`src/rtl/simd_gt_pkg.sv`:
```
// Shared widths and the lane-size code for the packed greater-than unit.
// Assumes the vector width is a multiple of twice the chunk width.
package simd_gt_pkg;
    parameter int VEC_W   = 128;
    parameter int CHUNK_W = 32;
    parameter int IDX_W   = 5;

    typedef enum logic [1:0] {
        LANE_B8   = 2'b00,
        LANE_H16  = 2'b01,
        LANE_W32  = 2'b10,
        LANE_BAD  = 2'b11
    } lane_sz_e;
endpackage

```
`src/rtl/gt_legal_chk.sv`:
```
// Encoding legality decode. Flags a reserved size code, and odd register
// indices when the wide (quad) mode is selected. Purely combinational.
module gt_legal_chk
    import simd_gt_pkg::*;
#(
    parameter int IW = IDX_W
) (
    input  logic          quad,
    input  logic [1:0]    size,
    input  logic [IW-1:0] idx_d,
    input  logic [IW-1:0] idx_n,
    input  logic [IW-1:0] idx_m,
    output logic          illegal
);
    logic bad_size;
    logic bad_pair;

    // Decode the two illegal conditions and merge them.
    always_comb begin
        bad_size = (lane_sz_e'(size) == LANE_BAD);
        bad_pair = quad && (idx_d[0] || idx_n[0] || idx_m[0]);
        illegal  = bad_size || bad_pair;
    end
endmodule

```
`src/rtl/gt_int_chunk.sv`:
```
// Integer greater-than over one chunk. Builds masks for every lane width
// in parallel and selects one by the size code. A signed compare is made
// unsigned by inverting each lane's top bit. Reserved size gives zero.
module gt_int_chunk
    import simd_gt_pkg::*;
#(
    parameter int CW = CHUNK_W
) (
    input  logic [CW-1:0] a,
    input  logic [CW-1:0] b,
    input  logic          uns,
    input  logic [1:0]    size,
    output logic [CW-1:0] mask
);
    localparam int NW = 3;
    logic [CW-1:0] per_w [NW];

    for (genvar g = 0; g < NW; g++) begin : g_width
        localparam int LW = 8 << g;
        localparam int NL = CW / LW;
        for (genvar l = 0; l < NL; l++) begin : g_lane
            logic [LW-1:0] ka;
            logic [LW-1:0] kb;
            // Bias the lane keys so one unsigned compare serves both types.
            always_comb begin
                ka = a[l*LW +: LW];
                kb = b[l*LW +: LW];
                ka[LW-1] = ka[LW-1] ^ ~uns;
                kb[LW-1] = kb[LW-1] ^ ~uns;
            end
            assign per_w[g][l*LW +: LW] = {LW{ka > kb}};
        end
    end

    // Pick the mask set for the requested lane width.
    always_comb begin
        case (lane_sz_e'(size))
            LANE_B8:  mask = per_w[0];
            LANE_H16: mask = per_w[1];
            LANE_W32: mask = per_w[2];
            default:  mask = '0;
        endcase
    end
endmodule

```
`src/rtl/gt_fp_chunk.sv`:
```
// Single-precision ordered greater-than on one 32-bit lane. A NaN on
// either side gives false, and signed zeros are equal. Needs no rounding.
module gt_fp_chunk (
    input  logic [31:0] a,
    input  logic [31:0] b,
    output logic [31:0] mask
);
    logic a_nan, b_nan, both_zero, gt;

    // Classify the inputs, then order them by sign and magnitude.
    always_comb begin
        a_nan     = (a[30:23] == 8'hFF) && (a[22:0] != '0);
        b_nan     = (b[30:23] == 8'hFF) && (b[22:0] != '0);
        both_zero = (a[30:0] == '0) && (b[30:0] == '0);
        case ({a[31], b[31]})
            2'b00:   gt = a[30:0] > b[30:0];
            2'b11:   gt = a[30:0] < b[30:0];
            2'b01:   gt = 1'b1;
            default: gt = 1'b0;
        endcase
        if (a_nan || b_nan || both_zero) gt = 1'b0;
        mask = {32{gt}};
    end
endmodule

```
`src/rtl/simd_gt_unit.sv`:
```
// Packed vector greater-than with lane masks. Splits the operands into
// 32-bit chunks and runs an integer and a float compare on each. It picks
// one by mode, clears the upper half in narrow mode and registers the
// result. Assumes VEC_W is a multiple of 2*CHUNK_W.
module simd_gt_unit
    import simd_gt_pkg::*;
#(
    parameter int W  = VEC_W,
    parameter int IW = IDX_W
) (
    input  logic          clk,
    input  logic          rst_n,
    input  logic          in_valid,
    input  logic          quad,
    input  logic          fmode,
    input  logic          is_unsigned,
    input  logic [1:0]    size,
    input  logic [IW-1:0] idx_d,
    input  logic [IW-1:0] idx_n,
    input  logic [IW-1:0] idx_m,
    input  logic [W-1:0]  opa,
    input  logic [W-1:0]  opb,
    output logic [W-1:0]  result,
    output logic          res_valid,
    output logic          undef_op
);
    localparam int NCH    = W / CHUNK_W;
    localparam int NCH_LO = NCH / 2;

    logic         illegal;
    logic [W-1:0] next_res;

    gt_legal_chk #(.IW(IW)) i_legal (
        .quad    (quad),
        .size    (size),
        .idx_d   (idx_d),
        .idx_n   (idx_n),
        .idx_m   (idx_m),
        .illegal (illegal)
    );

    for (genvar k = 0; k < NCH; k++) begin : g_chunk
        logic [CHUNK_W-1:0] int_m;
        logic [CHUNK_W-1:0] fp_m;
        logic               live;

        gt_int_chunk #(.CW(CHUNK_W)) i_int (
            .a    (opa[k*CHUNK_W +: CHUNK_W]),
            .b    (opb[k*CHUNK_W +: CHUNK_W]),
            .uns  (is_unsigned),
            .size (size),
            .mask (int_m)
        );

        gt_fp_chunk i_fp (
            .a    (opa[k*CHUNK_W +: 32]),
            .b    (opb[k*CHUNK_W +: 32]),
            .mask (fp_m)
        );

        // Chunks in the upper half are only live in quad mode.
        assign live = (k < NCH_LO) || quad;
        assign next_res[k*CHUNK_W +: CHUNK_W] =
            !live ? '0 : (fmode ? fp_m : int_m);
    end

    // Register the masks and the status flags for one-cycle latency.
    always_ff @(posedge clk) begin
        if (!rst_n) begin
            result    <= '0;
            res_valid <= 1'b0;
            undef_op  <= 1'b0;
        end else begin
            result    <= (in_valid && !illegal) ? next_res : '0;
            res_valid <= in_valid && !illegal;
            undef_op  <= in_valid && illegal;
        end
    end
endmodule

```
`config.mk`:
```
export PLATFORM = sky130hd
export DESIGN_NAME = simd_gt_unit
export DESIGN_NICKNAME = d
export VERILOG_FILES = /design/src/rtl/simd_gt_pkg.sv /design/src/rtl/gt_legal_chk.sv /design/src/rtl/gt_int_chunk.sv /design/src/rtl/gt_fp_chunk.sv /design/src/rtl/simd_gt_unit.sv
export SDC_FILE = /design/constraint.sdc
export NUM_CORES = 1
export LEC_CHECK = 0
export BUFFER_PORTS_ARGS = -buffer_cell sky130_fd_sc_hd__buf_2
export CORE_AREA = 2 2 160 162
export CTS_BUF_LIST = sky130_fd_sc_hd__clkbuf_4 sky130_fd_sc_hd__clkbuf_8
export CTS_CLUSTER_SIZE = 16
export DETAILED_ROUTE_END_ITERATION = 12
export DIE_AREA = 0 0 162 164
export SLEW_MARGIN = 25
export SYNTH_ARGS = -nofsm -noshare
export SYNTH_HDL_FRONTEND = slang
export SYNTH_SLANG_ARGS = --single-unit
export TNS_END_PERCENT = 10
```
`constraint.sdc`:
```
create_clock -name clk -period 3.7 [get_ports clk]
set_input_delay 1.11 -clock clk [delete_from_list [all_inputs] [get_ports clk]]
set_output_delay 1.11 -clock clk [all_outputs]
set_load 0.01 [all_outputs]
```
==> reports/results.txt <==
drt wl/cell = 15.5 um
Core ar. = 24800 um^2
nature of the critical path startpoint = input pin
RD Place Congestion = 0.886
Antenna Cells = 0
Initial Util = 0.302
die extent in y = 164 um
drt drc = 0
via count = 8781
vias in the first global route = 8134
relative max-transition margin = 0.522
syn_area_per_cell = 6.98 um^2
Clk pin slew, worst setup/hold paths = 100 ps
Max H-tree Level = 1
# Post-CTS Setup Buffers = 0
Fin. Hold Viols = 0
final WL = 26200 um
flop and latch count out of synthesis = 18
Resized cells post-CTS = 0
TritonCTS clock tree = done
pwr dens = 143 nW/um^2
run status = finished clean
P_leak = 0.00501 uW
GR Overflow Total = 0
slowest cell delay on critical path = 430 ps
antenna violations before repair = 0
clk sinks = 18
Cell Area, Synth = 7490 um^2
Crit-path slowest cell = or3_1
nets = 1794
vias per inst = 5.19
Clock Path Buffers = 2
syn nets = 1504
Tcrit/Tclk final = 0.848
most used cell, CP = a211oi_1
clk root buf = clkbuf_8
gate count of the mapped netlist = 1073
first-pass GRT wire length = 40000 um
max frequency = 0.319 GHz
minimum clock period = 3140 ps
input/output buffers = 396
Synth top area share = 0.254
violation count after the first detailed-route iteration = 474
max cap viols = 0
standard-cell row count = 58
CP Capture Type = flip-flop
maximum number of pins on one net before global-route repair = 18
cell taking the most area after synthesis = ha_1
VDD IR max = 0.119 mV
clock buffer count from CTS = 3
kind of critical path = in -> reg
die area = 26600 um^2
commonest non-fill, non-tap cell in the layout = buf_2
All-Layer GR Usage = 0.184
pins over their slew limit = 0
DRT Pass-1 Iters = 4
Final ANT Viol Nets = 0
Netlist cell types = 67
Post-synth EDFFs = 0
Worst EP arrival = 3340 ps
Synth Warn # = 0
IO Pins = 409
hpwl dp = 23400 um
asr flop ratio synth = 0
cells along the critical path = buf_2 -> ha_1 -> a211oi_1 -> nor2_1 -> o41ai_2 -> a211oi_1 -> o31a_1 -> or3_1 -> o21ai_0
RSZ-0062 raised after global routing = false
area grow syn2layout = 21.8%
Hold/Removal Path Class = in -> reg
Area contributors post-synth = ha_1, buf_4, inv_1
Fin Setup TNS = 0 ps
Util after Layout = 0.368
sequential element share of the synthesized area = 0.0481
Slew @ Worst Pin = 715 ps
WP data required = 3900 ps
commonest cells after routing, fill and taps aside = buf_2, inv_1, ha_1, a21oi_1, nor4_1
# setup viols final = 0
die width = 162 um
CP max FO = 4
layout filler cell count = 2723
Synth Flop Type = dfxtp_1
layout cells sized above 1 = 0.313
cts hold-fix bufs = 0
cell usage after synthesis (all sizes together), types with 3 or more instances:
| master | n |
|---|---|
| and2 | 3 |
| a31o | 4 |
| o211ai | 9 |
| nand2 | 51 |
| o21bai | 3 |
| nand4 | 51 |
| ha | 152 |
| dfxtp | 18 |
| nor4 | 64 |
| and3 | 9 |
| a221oi | 6 |
| nor3 | 28 |
| o311ai | 5 |
| o311a | 3 |
| a31oi | 7 |
| and4 | 6 |
| inv | 155 |
| buf | 113 |
| nand3 | 31 |
| a211oi | 26 |
| nor2 | 59 |
| a311oi | 5 |
| or3 | 7 |
| o31ai | 3 |
| clkbuf | 4 |
| o21ai | 52 |
| a21o | 24 |
| nand2b | 10 |
| a22oi | 4 |
| o221a | 4 |
| o21a | 18 |
| nand3b | 6 |
| o2111ai | 3 |
| nor2b | 15 |
| a21oi | 76 |
| nand4b | 3 |
| o22ai | 4 |
per-layer routing:
layer | up-vias | track usage | part of all wire
li1 | 4447 | - | -
met1 | 4005 | 0.233 | 0.45
met2 | 308 | 0.343 | 0.49
met3 | 21 | 0.0164 | 0.053
met4 | 0 | 0.0338 | 0.012
met5 | - | 0 | 0
worst max-delay path, delay by kind of cell:
kind / cells / cell delay [ps]
AO/OA/AOI/OAI: 5 / 1270
AND/OR/NAND/NOR: 2 / 550
adder cells (fa/ha/maj): 1 / 300
buffers and inverters: 1 / 110
sequential cells by signal, summed over array words and instances (netlist names):
signal / cells
result: 16
res_valid: 1
undef_op: 1
per-stage QoR:
step	cell area (um^2)	power (uW)	std cells	worst slack (ps)	hold slack, ps
6_report	9130	1310	1692	562	1160
3_3_place_gp	9070	1100	1688	314	1470
2_1_floorplan	7490	769	1073	598	1230
4_1_cts	9130	1330	1692	599	1160
5_1_grt	9130	1440	1692	368	1190
3_5_place_dp	9070	1120	1688	292	1480
path summary, 6_finish.rpt:
kind                     start    endpoint  slack (ps)  cells past startpoint
worst max-delay path    opa[4]  result[31]         560                      9
worst min-delay path  in_valid    undef_op        1160                      3
where the power goes:
group | internal, uW | switching [uW] | total, uW
clock network | 95.6 | 96.0 | 192
logic | 400 | 509 | 909
registers | 199 | 8.78 | 207
total | 695 | 614 | 1310
final cells by class:
| type | count | area [um^2] | share of cell area |
|---|---|---|---|
| multi-input combinational | 783 | 5690 | 0.623 |
| tap | 330 | 413 | 0.0452 |
| clock buffer | 4 | 55.1 | 0.00603 |
| sequential | 18 | 360 | 0.0395 |
| inverter | 155 | 582 | 0.0637 |
| timing repair buffer | 402 | 2030 | 0.222 |
logic make-up after synthesis:
group | Yosys count | synth area share
and+or+nand+nor | 354 | 0.257
adders and majority gates | 152 | 0.254
buffers and inverters | 272 | 0.192
muxes | 1 | 0.00150
DFF | 18 | 0.0481
AOI/OAI and AO/OA | 276 | 0.248
No activity file was read; power rests on OpenSTA's default activity.
